<file path="config.mk">
export PLATFORM = sky130hd
export DESIGN_NAME = lsu_agen
export DESIGN_NICKNAME = d
export VERILOG_FILES = /design/src/rtl/lsu_agen_pkg.sv /design/src/rtl/lsu_agen_rf_read.sv /design/src/rtl/lsu_agen_calc.sv /design/src/rtl/lsu_agen_wb.sv /design/src/rtl/lsu_agen.sv
export SDC_FILE = /design/constraint.sdc
export NUM_CORES = 1
export LEC_CHECK = 0
export ABC_AREA = 1
export BUFFER_PORTS_ARGS = -buffer_cell sky130_fd_sc_hd__buf_2
export CAP_MARGIN = 5
export CORE_MARGIN = 8
export CORE_UTILIZATION = 40
export CTS_CLUSTER_DIAMETER = 100
export CTS_CLUSTER_SIZE = 20
export DETAILED_ROUTE_END_ITERATION = 7
export SLEW_MARGIN = 15
export SYNTH_ARGS = -nofsm -noshare
export SYNTH_HDL_FRONTEND = slang
export SYNTH_HIERARCHICAL = 1
export SYNTH_SLANG_ARGS = --single-unit
</file>
<file path="constraint.sdc">
create_clock -name clk_i -period 0.9 [get_ports clk_i]
set_input_delay 0.09 -clock clk_i [delete_from_list [all_inputs] [get_ports clk_i]]
set_output_delay 0.09 -clock clk_i [all_outputs]
set_load 0.005 [all_outputs]
</file>
<file path="src/rtl/lsu_agen_pkg.sv">
package lsu_agen_pkg;

  typedef enum logic [2:0] {
    AM_DISP     = 3'b000,
    AM_INDEX    = 3'b001,
    AM_SCALED   = 3'b010,
    AM_DISP_UPD = 3'b011,
    AM_IDX_UPD  = 3'b100
  } amode_e;

  localparam int unsigned MODE_W = 3;

endpackage

</file>
<file path="src/rtl/lsu_agen_rf_read.sv">
// Operand read model: specifier 0 is the hardwired zero register.
module lsu_agen_rf_read #(
  parameter int unsigned XLEN   = 32,
  parameter int unsigned REG_AW = 5
) (
  input  logic [REG_AW-1:0] idx_i,
  input  logic [XLEN-1:0]   val_i,
  output logic [XLEN-1:0]   data_o
);

  logic is_zero_reg;

  assign is_zero_reg = (idx_i == '0);
  assign data_o      = is_zero_reg ? '0 : val_i;

endmodule

</file>
<file path="src/rtl/lsu_agen_calc.sv">
module lsu_agen_calc
  import lsu_agen_pkg::*;
#(
  parameter int unsigned XLEN  = 32,
  parameter int unsigned IMM_W = 16,
  parameter int unsigned SH_W  = $clog2(XLEN)
) (
  input  logic [MODE_W-1:0] mode_i,
  input  logic [XLEN-1:0]   base_i,
  input  logic [XLEN-1:0]   index_i,
  input  logic [IMM_W-1:0]  imm_i,
  input  logic [SH_W-1:0]   shamt_i,
  output logic [XLEN-1:0]   addr_o,
  output logic              legal_o,
  output logic              upd_o
);

  localparam int unsigned EXT_W = XLEN - IMM_W;

  logic [XLEN-1:0] imm_sext;
  logic [XLEN-1:0] idx_scaled;
  logic [XLEN-1:0] offset;

  assign imm_sext   = {{EXT_W{imm_i[IMM_W-1]}}, imm_i};
  assign idx_scaled = index_i << shamt_i;

  always_comb begin
    offset  = '0;
    legal_o = 1'b1;
    upd_o   = 1'b0;
    unique case (mode_i)
      AM_DISP:     offset = imm_sext;
      AM_INDEX:    offset = index_i;
      AM_SCALED:   offset = idx_scaled;
      AM_DISP_UPD: begin offset = imm_sext; upd_o = 1'b1; end
      AM_IDX_UPD:  begin offset = index_i;  upd_o = 1'b1; end
      default:     legal_o = 1'b0;
    endcase
  end

  // modulo 2^XLEN by width truncation
  assign addr_o = legal_o ? (base_i + offset) : '0;

endmodule

</file>
<file path="src/rtl/lsu_agen_wb.sv">
module lsu_agen_wb #(
  parameter int unsigned XLEN   = 32,
  parameter int unsigned REG_AW = 5
) (
  input  logic              req_i,
  input  logic              upd_i,
  input  logic              legal_i,
  input  logic [REG_AW-1:0] base_idx_i,
  input  logic [XLEN-1:0]   new_base_i,
  output logic              wb_en_o,
  output logic [REG_AW-1:0] wb_idx_o,
  output logic [XLEN-1:0]   wb_data_o
);

  // writing the zero register is dropped
  assign wb_en_o   = req_i & upd_i & legal_i & (base_idx_i != '0);
  assign wb_idx_o  = base_idx_i;
  assign wb_data_o = new_base_i;

endmodule

</file>
<file path="src/rtl/lsu_agen.sv">
module lsu_agen
  import lsu_agen_pkg::*;
#(
  parameter int unsigned XLEN   = 32,
  parameter int unsigned IMM_W  = 16,
  parameter int unsigned REG_AW = 5,
  parameter int unsigned SH_W   = $clog2(XLEN)
) (
  input  logic              clk_i,
  input  logic              rst_ni,
  input  logic              in_valid_i,
  input  logic [MODE_W-1:0] mode_i,
  input  logic [REG_AW-1:0] base_idx_i,
  input  logic [XLEN-1:0]   base_val_i,
  input  logic [REG_AW-1:0] index_idx_i,
  input  logic [XLEN-1:0]   index_val_i,
  input  logic [IMM_W-1:0]  imm_i,
  input  logic [SH_W-1:0]   shamt_i,
  output logic              out_valid_o,
  output logic [XLEN-1:0]   addr_o,
  output logic              wb_en_o,
  output logic [REG_AW-1:0] wb_idx_o,
  output logic [XLEN-1:0]   wb_data_o,
  output logic              illegal_o
);

  localparam int unsigned NUM_RD = 2;

  logic [NUM_RD-1:0][REG_AW-1:0] rd_idx;
  logic [NUM_RD-1:0][XLEN-1:0]   rd_val;
  logic [NUM_RD-1:0][XLEN-1:0]   rd_data;

  assign rd_idx[0] = base_idx_i;
  assign rd_idx[1] = index_idx_i;
  assign rd_val[0] = base_val_i;
  assign rd_val[1] = index_val_i;

  for (genvar g = 0; g < NUM_RD; g++) begin : g_rd
    lsu_agen_rf_read #(
      .XLEN  (XLEN),
      .REG_AW(REG_AW)
    ) u_rd (
      .idx_i (rd_idx[g]),
      .val_i (rd_val[g]),
      .data_o(rd_data[g])
    );
  end

  logic [XLEN-1:0] addr_d;
  logic            legal_d;
  logic            upd_d;

  lsu_agen_calc #(
    .XLEN (XLEN),
    .IMM_W(IMM_W),
    .SH_W (SH_W)
  ) u_calc (
    .mode_i (mode_i),
    .base_i (rd_data[0]),
    .index_i(rd_data[1]),
    .imm_i  (imm_i),
    .shamt_i(shamt_i),
    .addr_o (addr_d),
    .legal_o(legal_d),
    .upd_o  (upd_d)
  );

  logic              wb_en_d;
  logic [REG_AW-1:0] wb_idx_d;
  logic [XLEN-1:0]   wb_data_d;

  lsu_agen_wb #(
    .XLEN  (XLEN),
    .REG_AW(REG_AW)
  ) u_wb (
    .req_i     (in_valid_i),
    .upd_i     (upd_d),
    .legal_i   (legal_d),
    .base_idx_i(base_idx_i),
    .new_base_i(addr_d),
    .wb_en_o   (wb_en_d),
    .wb_idx_o  (wb_idx_d),
    .wb_data_o (wb_data_d)
  );

  always_ff @(posedge clk_i or negedge rst_ni) begin
    if (!rst_ni) begin
      out_valid_o <= 1'b0;
      wb_en_o     <= 1'b0;
      illegal_o   <= 1'b0;
    end else begin
      out_valid_o <= in_valid_i;
      wb_en_o     <= wb_en_d;
      illegal_o   <= in_valid_i & ~legal_d;
    end
  end

  // payload only loads on accept; no reset needed
  always_ff @(posedge clk_i) begin
    if (in_valid_i) begin
      addr_o    <= addr_d;
      wb_idx_o  <= wb_idx_d;
      wb_data_o <= wb_data_d;
    end
  end

  p_wb_data_match_r4: assert property (@(posedge clk_i) disable iff (!rst_ni)
    wb_en_o |-> (wb_data_o == addr_o));

  p_wb_only_valid_r10: assert property (@(posedge clk_i) disable iff (!rst_ni)
    wb_en_o |-> out_valid_o);

  p_accept_latency_r10: assert property (@(posedge clk_i) disable iff (!rst_ni)
    in_valid_i |=> out_valid_o);

  p_idle_no_out_r10: assert property (@(posedge clk_i) disable iff (!rst_ni)
    !in_valid_i |=> (!out_valid_o && !wb_en_o));

  p_no_zero_wb_r7: assert property (@(posedge clk_i) disable iff (!rst_ni)
    wb_en_o |-> (wb_idx_o != '0));

  p_illegal_quiet_r8: assert property (@(posedge clk_i) disable iff (!rst_ni)
    illegal_o |-> (!wb_en_o && addr_o == '0));

  p_nonupd_no_wb_r10: assert property (@(posedge clk_i) disable iff (!rst_ni)
    (in_valid_i && mode_i inside {3'b000, 3'b001, 3'b010}) |=> !wb_en_o);

endmodule

</file>
==> results.sh <==
export IMPL_outcome="complete, but fails checks"
export IMPL_violations="negative setup slack"
export IMPL_final_setup_viol_count=117
export IMPL_end_kind="flip-flop"
export IMPL_grt_pass1_wl_um=40000
export IMPL_cts_htree_levels=3
export IMPL_gp_congestion=0.993
export IMPL_yosys_warnings=6
export IMPL_start_util_pct=40.8
export IMPL_slew_viol_final=0
export IMPL_final_cell_mix="281 x nand2_1, 220 x buf_4, 172 x buf_2"
export IMPL_drive_gt1_share_pct=47.5
export IMPL_clk_path_buf_depth=2
export IMPL_die_area_mm2=0.0229
export IMPL_nNetsFinal=1562
export IMPL_layout_setup_ws_ns=-1.98
export IMPL_path_max_fanout=25
export IMPL_rows=49
export IMPL_dp_cells=1631
export IMPL_synth_top_cell_area_share_pct=28.3
export IMPL_numCtsBuffers=9
export IMPL_worst_ir_drop_vdd_uv=862
export IMPL_max_freq_ghz=0.347
export IMPL_wire_per_inst_um=15.5
export IMPL_startpoint="index_idx_i[3]"
export IMPL_tightest_slew_ns=0.379
export IMPL_hpwl_um=21000
export IMPL_power_leakage_nw=5.60
export IMPL_hold_start="base_idx_i[2]"
export IMPL_maxCapViolCount=0
export IMPL_criticalPathCategory="in2reg"
export IMPL_wirelength_um=25800
export IMPL_critPathRequiredTime_ns=0.98
export IMPL_portBuffers=172
export IMPL_holdPathStages=2
export IMPL_fill_cells=1644
export IMPL_clkSinkCount=72
export IMPL_ys_seq_area_share_pct=29.3
export IMPL_synth_seq_cells=72
export IMPL_grtUsageTotal_pct=21.9
export IMPL_layout_commonest_cell="nand2_1"
export IMPL_yosysTopAreaCell="edfxtp_1"
export IMPL_period_share_pct=320
export IMPL_die_width_um=151
export IMPL_grt_start_max_net_pins=28
export IMPL_io_pins=173
export IMPL_clk_pin_slew_ns=0.06
export IMPL_antenna_found_initial=1
export IMPL_cts_root_buf="clkbuf_16"
export IMPL_drcViolationCount=0
export IMPL_die_y_um=151
export IMPL_start_kind="input port"
export IMPL_grt_pass1_vias=8237
export IMPL_viasPerCell=5.08
export IMPL_ys_types=47
export IMPL_synth_nets=1223
export IMPL_arrival_ns=2.96
export IMPL_final_hold_viol_count=0
export IMPL_synth_area_mm2=0.00732
export IMPL_yosys_top_cells_area="edfxtp_1 28%, nand2_1 16%, inv_1 7.0%"
export IMPL_total_power_w=0.0156
export IMPL_grt_overflow_total=0
export IMPL_hold_end="wb_idx_o[2]$_DFFE_PP_"
export IMPL_slew_headroom_pct=74.6
export IMPL_cts_tree="built"
export IMPL_fp_coreArea_mm2=0.0180
export IMPL_antenna_left=0
export IMPL_rsz0062_at_grt="true"
export IMPL_fin_crit_ns=2.88
export IMPL_power_density_mw_per_mm2=1410
export IMPL_final_cells=1664
export IMPL_holdCritPathClass="in2reg"
export IMPL_area_growth_pct=51.8
export IMPL_drtIter0Drc=595
export IMPL_syn_inst=1090
export IMPL_vias=8452
export IMPL_avgSynthCellArea_um2=6.72
export IMPL_firstDrtPassIters=7
-- sequential cells by signal, indices dropped and copies added (netlist names) --
register / count
addr_o: 32
wb_en_o: 1
wb_data_o: 32
illegal_o: 1
wb_idx_o: 5
out_valid_o: 1
-- Yosys cell counts, drive strengths merged --
cell type,instances
nor3,6
a31oi,4
nand2,344
o21a,2
edfxtp,69
and2,1
nor4,3
dfrtp,3
a211oi,1
a21boi,2
o211ai,19
o21bai,9
clkbuf,9
xor2,2
nor2,89
o21ai,74
nand3,116
buf,71
clkinv,1
a21oi,65
o2111ai,3
nand4,11
or2,2
nand3b,2
a21o,2
mux2i,6
ha,31
inv,141
fa,1
a32o,1
-- how the worst max path moves through the flow --
stage / end / slack (ns) / cells past startpoint
after floorplan: wb_data_o[31]$_DFFE_PP_ / -1.84 / 26
after global placement: addr_o[29]$_DFFE_PP_ / -2.35 / 24
after detailed placement: addr_o[30]$_DFFE_PP_ / -2.39 / 21
after CTS: wb_data_o[29]$_DFFE_PP_ / -1.97 / 24
after global routing: addr_o[31]$_DFFE_PP_ / -2.20 / 25
final: wb_data_o[28]$_DFFE_PP_ / -1.98 / 21
-- layout make-up --
type / instances / area (um^2) / share of cell area (%)
Antenna cell: 1 / 2.50 / 0.0225
Timing Repair Buffer: 408 / 2810 / 25.3
Multi-Input combinational cell: 796 / 4970 / 44.7
Tap cell: 229 / 287 / 2.58
Sequential cell: 72 / 2150 / 19.3
Inverter: 142 / 538 / 4.84
Clock buffer: 10 / 239 / 2.15
Clock inverter: 6 / 115 / 1.04
-- logic make-up after synthesis --
kind of cell               count (synthesis)  synth area share [%]
AOI/OAI and AO/OA                        182                  14.5
xor gates and xnor gates                   2                 0.239
adders and majority gates                 32                  5.57
buffers and inverters                    222                  15.3
DFF                                       72                  29.3
muxes                                      6                 0.820
and+or+nand+nor                          574                  34.3
-- worst max-delay path, cell delays in order --
cell and delay (ns):
buf_2 0.11, nor2_4 0.11, nand3_4 0.11, buf_12 0.17, nand2_2 0.07, inv_2 0.05, nand2_1 0.08, o21ai_2 0.07
o21ai_2 0.13, or2_1 0.15, o211ai_1 0.13, o211ai_1 0.12, o211ai_1 0.17, ha_2 0.44, nand2_2 0.11, nor2_2 0.14
inv_1 0.11, nor4_2 0.21, nand2_1 0.14, a21oi_2 0.18, nor2_2 0.06
-- what timing repair did --
item | CTS | global route
pin swaps | 19 | 18
gates resized for setup | 77 | 109
hold buffers | 1 | 0
hold endpoints to repair | 3 | 0
buffers inserted | 9 | 6
setup endpoints to repair | 137 | 137
-- power by group --
| part | internal, W | switching (W) |
|---|---|---|
| logic | 0.00319 | 0.00382 |
| clock network | 0.00280 | 0.00142 |
| registers | 0.00431 | 0.000108 |
| total | 0.0103 | 0.00535 |
-- per-layer routing --
metal | up-vias | track usage [%] | share of wire [%]
met5 | - | 0 | 0
met4 | 0 | 8.61 | 3.4
met3 | 62 | 2.78 | 4.6
met2 | 272 | 39.1 | 49
met1 | 3876 | 26.3 | 43
li1 | 4242 | - | -
-- stage by stage --
stage                     hold slack (ns)  utilization (%)  TNS (ns)  setup WS, ns  instance area (um^2)
after floorplan                    -0.206                -   -100.97         -1.84                  7590
after CTS                          0.0336             59.4   -110.48         -1.97                 10700
final                              0.0521             61.9   -109.97         -1.98                 11100
after global placement             -0.115             55.4   -135.36         -2.35                  9960
after global routing               0.0488             61.9   -123.88         -2.20                 11100
after detailed placement           -0.113             55.4   -137.76         -2.39                  9960
Power figures use the tool's default switching activity.
